--- config.mk ---
export PLATFORM = sky130hd
export DESIGN_NAME = modem_ctl_unit
export DESIGN_NICKNAME = d
export VERILOG_FILES = /design/src/rtl/mcu_pkg.sv /design/src/rtl/mcu_ctrl.sv /design/src/rtl/mcu_datapath.sv /design/src/rtl/modem_ctl_unit.sv
export SDC_FILE = /design/constraint.sdc
export NUM_CORES = 1
export LEC_CHECK = 0
export ABC_AREA = 1
export ABC_CLOCK_PERIOD_IN_PS = 850
export BUFFER_PORTS_ARGS = -buffer_cell sky130_fd_sc_hd__buf_2
export CORE_MARGIN = 2
export CORE_UTILIZATION = 40
export DETAILED_ROUTE_END_ITERATION = 8
export HOLD_SLACK_MARGIN = 0.08
export PLACE_DENSITY = 0.69
export SLEW_MARGIN = 10
export SYNTH_ARGS = -nofsm -noshare
export SYNTH_HDL_FRONTEND = slang
export SYNTH_SLANG_ARGS = --single-unit
--- constraint.sdc ---
create_clock -name clk -period 0.85 [get_ports clk]
set_input_delay 0.17 -clock clk [delete_from_list [all_inputs] [get_ports clk]]
set_output_delay 0.17 -clock clk [all_outputs]
set_load 0.01 [all_outputs]
--- src/rtl/mcu_pkg.sv ---
package mcu_pkg;
  localparam int REG_W = 8;
  localparam int LINES = 4;

  typedef enum logic [1:0] {
    SEL_IER = 2'd0,
    SEL_MCR = 2'd1,
    SEL_MSR = 2'd2,
    SEL_SCR = 2'd3
  } regSel_e;

  typedef struct packed {
    logic wrIer;
    logic wrMcr;
    logic wrScr;
    logic rdMsr;
  } regStrobe_t;

  // control byte bit positions
  localparam int MC_DTR  = 0;
  localparam int MC_RTS  = 1;
  localparam int MC_OUT1 = 2;
  localparam int MC_IRQG = 3;
  localparam int MC_LOOP = 4;
  localparam int MC_W    = 5;

  // line index: 0 clear-to-send, 1 data-set-ready, 2 ring, 3 carrier
  localparam int LN_CTS = 0;
  localparam int LN_DSR = 1;
  localparam int LN_RI  = 2;
  localparam int LN_DCD = 3;
endpackage

--- src/rtl/mcu_ctrl.sv ---
module mcu_ctrl
  import mcu_pkg::*;
(
  input  logic       clk,
  input  logic       rst,
  input  logic       cpuSel,
  input  logic       cpuWr,
  input  logic       cpuRd,
  input  logic [1:0] cpuAddr,
  output regStrobe_t strobes,
  output regSel_e    rdSel
);
  regSel_e addrSel;
  logic    wrAct;
  logic    rdAct;

  always_comb begin
    addrSel = regSel_e'(cpuAddr);
    wrAct   = cpuSel && cpuWr;
    rdAct   = cpuSel && cpuRd && !cpuWr;
    strobes.wrIer = wrAct && (addrSel == SEL_IER);
    strobes.wrMcr = wrAct && (addrSel == SEL_MCR);
    strobes.wrScr = wrAct && (addrSel == SEL_SCR);
    strobes.rdMsr = rdAct && (addrSel == SEL_MSR);
    rdSel = addrSel;
  end

  // at most one register strobe per cycle
  a_r3_one_strobe: assert property (@(posedge clk) disable iff (rst)
    $onehot0(strobes));
endmodule

--- src/rtl/mcu_datapath.sv ---
module mcu_datapath
  import mcu_pkg::*;
#(
  parameter int SYNC_STAGES = 2
)(
  input  logic             clk,
  input  logic             rst,
  input  regStrobe_t       strobes,
  input  regSel_e          rdSel,
  input  logic [REG_W-1:0] wrData,
  output logic [REG_W-1:0] rdData,
  input  logic [LINES-1:0] pinsN,
  output logic             dtrN,
  output logic             rtsN,
  input  logic             txSerial,
  output logic             rxSerial,
  input  logic             serialIn,
  output logic             serialOut,
  output logic [LINES-1:0] intEnBits,
  output logic             modemIntPending,
  output logic             irqOut,
  output logic             irqOe
);
  localparam int LAST = SYNC_STAGES - 1;

  logic [SYNC_STAGES-1:0][LINES-1:0] syncChain;
  logic [MC_W-1:0]  mcr;
  logic [LINES-1:0] ier;
  logic [REG_W-1:0] scr;
  logic [LINES-1:0] prevState;
  logic [LINES-1:0] changeFlags;
  logic [LINES-1:0] extActive;
  logic [LINES-1:0] loopActive;
  logic [LINES-1:0] lineState;
  logic [LINES-1:0] changeEv;
  logic             loopOn;

  // input synchronizer; reset loads the live pin levels
  generate
    for (genvar s = 0; s < SYNC_STAGES; s++) begin : g_sync
      if (s == 0) begin : g_first
        always_ff @(posedge clk) syncChain[0] <= pinsN;
      end else begin : g_next
        always_ff @(posedge clk) begin
          if (rst) syncChain[s] <= pinsN;
          else     syncChain[s] <= syncChain[s-1];
        end
      end
    end
  endgenerate

  // control, enable and scratch registers
  always_ff @(posedge clk) begin
    if (rst) begin
      mcr <= '0;
      ier <= '0;
      scr <= '0;
    end else begin
      if (strobes.wrMcr) mcr <= wrData[MC_W-1:0];
      if (strobes.wrIer) ier <= wrData[LINES-1:0];
      if (strobes.wrScr) scr <= wrData;
    end
  end

  always_comb begin
    loopOn              = mcr[MC_LOOP];
    extActive           = ~syncChain[LAST];
    loopActive[LN_CTS]  = mcr[MC_RTS];
    loopActive[LN_DSR]  = mcr[MC_DTR];
    loopActive[LN_RI]   = mcr[MC_OUT1];
    loopActive[LN_DCD]  = mcr[MC_IRQG];
    lineState           = loopOn ? loopActive : extActive;
    changeEv[LN_CTS]    = lineState[LN_CTS] ^ prevState[LN_CTS];
    changeEv[LN_DSR]    = lineState[LN_DSR] ^ prevState[LN_DSR];
    changeEv[LN_DCD]    = lineState[LN_DCD] ^ prevState[LN_DCD];
    changeEv[LN_RI]     = prevState[LN_RI] & ~lineState[LN_RI];
  end

  // change flags: a read clears, a fresh event wins over the clear
  always_ff @(posedge clk) begin
    if (rst) begin
      prevState   <= ~pinsN;
      changeFlags <= '0;
    end else begin
      prevState   <= lineState;
      changeFlags <= (strobes.rdMsr ? '0 : changeFlags) | changeEv;
    end
  end

  always_comb begin
    unique case (rdSel)
      SEL_IER: rdData = {{(REG_W-LINES){1'b0}}, ier};
      SEL_MCR: rdData = {{(REG_W-MC_W){1'b0}}, mcr};
      SEL_MSR: rdData = {lineState, changeFlags};
      SEL_SCR: rdData = scr;
      default: rdData = '0;
    endcase
  end

  always_comb begin
    dtrN            = loopOn | ~mcr[MC_DTR];
    rtsN            = loopOn | ~mcr[MC_RTS];
    serialOut       = loopOn | txSerial;
    rxSerial        = loopOn ? txSerial : serialIn;
    intEnBits       = ier;
    modemIntPending = ier[3] && (|changeFlags);
    irqOut          = modemIntPending && mcr[MC_IRQG];
    irqOe           = !loopOn;
  end

  // a control write without loopback sets the terminal-ready pin inverted
  a_r2_dtr_write: assert property (@(posedge clk) disable iff (rst)
    (strobes.wrMcr && !wrData[MC_LOOP]) |=> (dtrN == !$past(wrData[MC_DTR])));

  // a detected change is latched at the next edge
  a_r5_change_latched: assert property (@(posedge clk) disable iff (rst)
    (|changeEv) |=> ((changeFlags & $past(changeEv)) == $past(changeEv)));

  // ring flag rises only after a trailing ring edge
  a_r6_ring_trailing: assert property (@(posedge clk) disable iff (rst)
    $rose(changeFlags[LN_RI]) |-> $past(prevState[LN_RI] && !lineState[LN_RI]));

  // a read with no new event empties the flags
  a_r7_read_clears: assert property (@(posedge clk) disable iff (rst)
    (strobes.rdMsr && (changeEv == '0)) |=> (changeFlags == '0));

  // the pin is only driven by an enabled, gated, pending change
  a_r8_irq_source: assert property (@(posedge clk) disable iff (rst)
    irqOut |-> (ier[3] && (|changeFlags) && mcr[MC_IRQG]));

  // loopback parks the handshake and serial outputs
  a_r10_loop_parks: assert property (@(posedge clk) disable iff (rst)
    mcr[MC_LOOP] |-> (dtrN && rtsN && serialOut && !irqOe));
endmodule

--- src/rtl/modem_ctl_unit.sv ---
module modem_ctl_unit
  import mcu_pkg::*;
#(
  parameter int SYNC_STAGES = 2
)(
  input  logic       clk,
  input  logic       rst,
  input  logic       cpuSel,
  input  logic       cpuWr,
  input  logic       cpuRd,
  input  logic [1:0] cpuAddr,
  input  logic [7:0] cpuWrData,
  output logic [7:0] cpuRdData,
  input  logic       ctsN,
  input  logic       dsrN,
  input  logic       riN,
  input  logic       dcdN,
  output logic       dtrN,
  output logic       rtsN,
  input  logic       txSerial,
  output logic       rxSerial,
  input  logic       serialIn,
  output logic       serialOut,
  output logic [3:0] intEnBits,
  output logic       modemIntPending,
  output logic       irqOut,
  output logic       irqOe
);
  regStrobe_t       strobes;
  regSel_e          rdSel;
  logic [LINES-1:0] pinsN;

  assign pinsN = {dcdN, riN, dsrN, ctsN};

  mcu_ctrl ctrl_i (
    .clk     (clk),
    .rst     (rst),
    .cpuSel  (cpuSel),
    .cpuWr   (cpuWr),
    .cpuRd   (cpuRd),
    .cpuAddr (cpuAddr),
    .strobes (strobes),
    .rdSel   (rdSel)
  );

  mcu_datapath #(.SYNC_STAGES(SYNC_STAGES)) dp_i (
    .clk             (clk),
    .rst             (rst),
    .strobes         (strobes),
    .rdSel           (rdSel),
    .wrData          (cpuWrData),
    .rdData          (cpuRdData),
    .pinsN           (pinsN),
    .dtrN            (dtrN),
    .rtsN            (rtsN),
    .txSerial        (txSerial),
    .rxSerial        (rxSerial),
    .serialIn        (serialIn),
    .serialOut       (serialOut),
    .intEnBits       (intEnBits),
    .modemIntPending (modemIntPending),
    .irqOut          (irqOut),
    .irqOe           (irqOe)
  );
endmodule

==> reports/qor.yml <==
detail_route.drc_violations: 0
required_ps: 680
globalRoute.busiestLayer: "met2"
worstPathCellList: "inv_8 -> nand2_1 -> o21ai_2 -> o21ai_1 -> buf_2"
synth_top_family_by_area: "simple AND/OR/NAND/NOR gates"
final_cells: 336
grt.overflow.total: 0
failing_checks: "negative setup slack"
muxShareOfSynthArea_pct: 0
wl_per_cell_microns: 11.7
yosys.cell_types.count: 17
placedInstanceArea_sq_um: 1860
p_seq_share_pct: 44.7
nNetsFinal: 310
yosys_warnings: 0
chipWidth_microns: 63.5
grt_pass1_vias: 1477
synthXorXnorAreaFrac_pct: 0
critPathCaptureType: "output port"
internal_power_w: 0.00289
synth-compound-area-share_pct: 11.8
power_density_nw_per_um2: 1660
finalMaxSlewViolations: 0
timing.critical_path.slowest_stage_cell: "dfxtp_4"
status: "complete, but fails checks"
setup_viol: 27
fp.coreArea_sq_um: 3360
buf_inv_on_cp: 2
clock_tree.root_cell: "clkbuf_4"
arrival_ps: 1280
finClkSkew_ps: 11.6
gr-usage-all-layers_pct: 21.4
grt_start_max_net_pins: 20
drtIter0Drc: 57
grt_setup_unrepaired: "yes"
fp.dieH_microns: 63.5
totalWireLength_mm: 3.93
peakVddDrop_mv: 1.45
vias_per_cell: 4.64
count_of_inserted_antenna_diode_cells: 0
max_stage_delay_ps: 420
critical_path.max_fanout: 7
seq_total_area_yosys_pct: 46.6
leakagePower_nw: 1.12
die_area_sq_um: 4030
synth_simple_gate_area_share_pct: 34.7
start_kind: "flip-flop"
route.vias.total: 1560
area_growth_syn_to_layout_pct: 62.5
adder_cell_fraction_of_synth_area_pct: 0
fillerInstances: 299
transition_time_of_the_tightest_slew_check_pin_ps: 246
grt_use_met3_pct: 5.89
power.share.combinational_pct: 17.5
sequential_cell_area_sq_um: 677
postLayoutSetupSlackWorst_ps: -601
final-hold-violation-count: 0
critPathKind: "flip-flop to output port"
port_buffers: 39
cts_tree: "built"
post_route_cells_drive_above_1_share_pct: 41.7
detailed_place_hpwl_mm: 2.80
pin_count: 40
share_clk_of_total_power_pct: 37.8
routabilityCongestion: 0.874
ys_seq_elements: 33
cap_viol_max_count: 0
achievable-frequency_mhz: 689
grt_antenna_before_repair: 0
grtUsageMet2_pct: 34.6
mean_area_per_synthesized_cell_sq_um: 6.74
cp_top_family: "flip-flops"
final.min_clock_period_ps: 1450
grt_util_met1_pct: 27.0
cts_inserted_buffers: 5
final_min_period_over_clock_period_pct: 171
drt-pass1-iter-count: 4
hp-class: "primary input to flip-flop"
grt_first_pass_wirelength_mm: 6.67
net_load_switching_power_w: 0.000929
antenna_left: 0
place_inst: 315
floorplan.initialDensity_pct: 42.1
clock_tree.buffer_depth: 2
timing.max_slew.rel_slack_pct: 83.4
detailedPlace.worstSlack_ps: -305
final_design_area_no_fill_sq_um: 2300
multi_input_area_sq_um: 785
number_of_instances_in_the_synthesized_netlist: 210
cts_htree_levels: 2
fp-row-count: 21
cts.clk_slew.worst_paths_ps: 110
tritoncts_num_sinks: 33
sw_frac_of_total_pct: 24.3
synth.cell_area_sq_um: 1420
syn-num-nets: 231
clock_latency_ps: 340
repair_timing:
item,4_1_cts,5_1_grt
hold buffers,9,0
setup buffers,3,4
setup endpoints to repair,27,31
pin swaps,10,11
gates resized for setup,44,26
hold endpoints to repair,12,0
placed cells by master, fill, tap and decap left out, drive strengths merged:
| cell type | count |
|---|---|
| nor2 | 52 |
| o21ai | 22 |
| bufinv | 2 |
| nand4 | 4 |
| dlygate4sd3 | 9 |
| or2 | 1 |
| o21bai | 4 |
| buf | 68 |
| nand2 | 58 |
| o211ai | 1 |
| nand3 | 6 |
| dfxtp | 33 |
| a21oi | 4 |
| clkbuf | 5 |
| inv | 20 |
| clkinv | 1 |
final cells by class:
class | count | share of cell area, %
Tap cell | 46 | 2.50
Inverter | 20 | 3.59
Multi-Input combinational cell | 152 | 34.1
Clock inverter | 3 | 2.83
Timing Repair Buffer | 77 | 26.0
Sequential cell | 33 | 29.4
Clock buffer | 5 | 1.63
synth_stat cells:
cell       n  area (sq um)
a21oi_1    4          20.0
buf_1      1          3.75
buf_2      2          10.0
clkbuf_1   2          7.51
dfxtp_1   33           661
inv_1     19          71.3
inv_2      1          3.75
nand2_1   57           214
nand2_2    1          6.26
nand3_1    6          30.0
nand4_1    4          25.0
nor2_1    50           188
nor2_4     2          22.5
o211ai_1   1          7.51
o21ai_0   22           110
o21bai_1   4          30.0
or2_2      1          6.26
routing by layer:
layer  up-vias  routed length [microns]
li1        822                        -
met1       679                     1680
met2        50                     1870
met3         9                      264
met4         0                      108
met5         -                        0
power groups by stage:
stage	combinational, W	clock [W]	sequential [W]
final	0.000666	0.00144	0.00170
after global placement	0.000510	0	0.00172
after floorplan	0.000269	0	0.00172
after detailed placement	0.000518	0	0.00172
after CTS	0.000611	0.00147	0.00170
after global routing	0.000739	0.00153	0.00171
tightest hold or removal path, cell delays in order:
cell    delay [ps]
buf_2          100
nor2_1          40
nor2_1          80
metrics by stage:
step                hold WS (ps)  setup TNS, ps  util (%)  total power [W]
floorplan                    198           -458         -          0.00199
global placement             288          -6690      55.2          0.00223
detailed placement           289          -6960      55.2          0.00224
CTS                         82.1          -8570      65.8          0.00378
global route                93.3         -10050      68.5          0.00398
finish                      85.3          -8430      68.5          0.00381
registers in the layout, indices dropped and copies added (netlist names):
register / count
dp_i.intEnBits: 4
dp_i.changeFlags: 4
dp_i.syncChain: 8
dp_i.scr: 8
dp_i.mcr: 5
dp_i.prevState: 4
cells by family after synthesis:
family | count (synthesis)
buf+inv | 25
flops | 33
compound gates | 31
simple gates | 121
path summary, 6_finish.rpt:
check	start	to	slack, ps	depth (start not counted)
hold / removal	cpuWrData[2]	dp_i.scr[2]	90	3
setup / recovery	dp_i.mcr[4]	cpuRdData[6]	-600	5
setup reg to reg	dp_i.mcr[4]	dp_i.changeFlags[3]	-210	6
hold reg to reg	dp_i.prevState[2]	dp_i.changeFlags[2]	470	2
No activity file was read; power rests on OpenSTA's default activity.
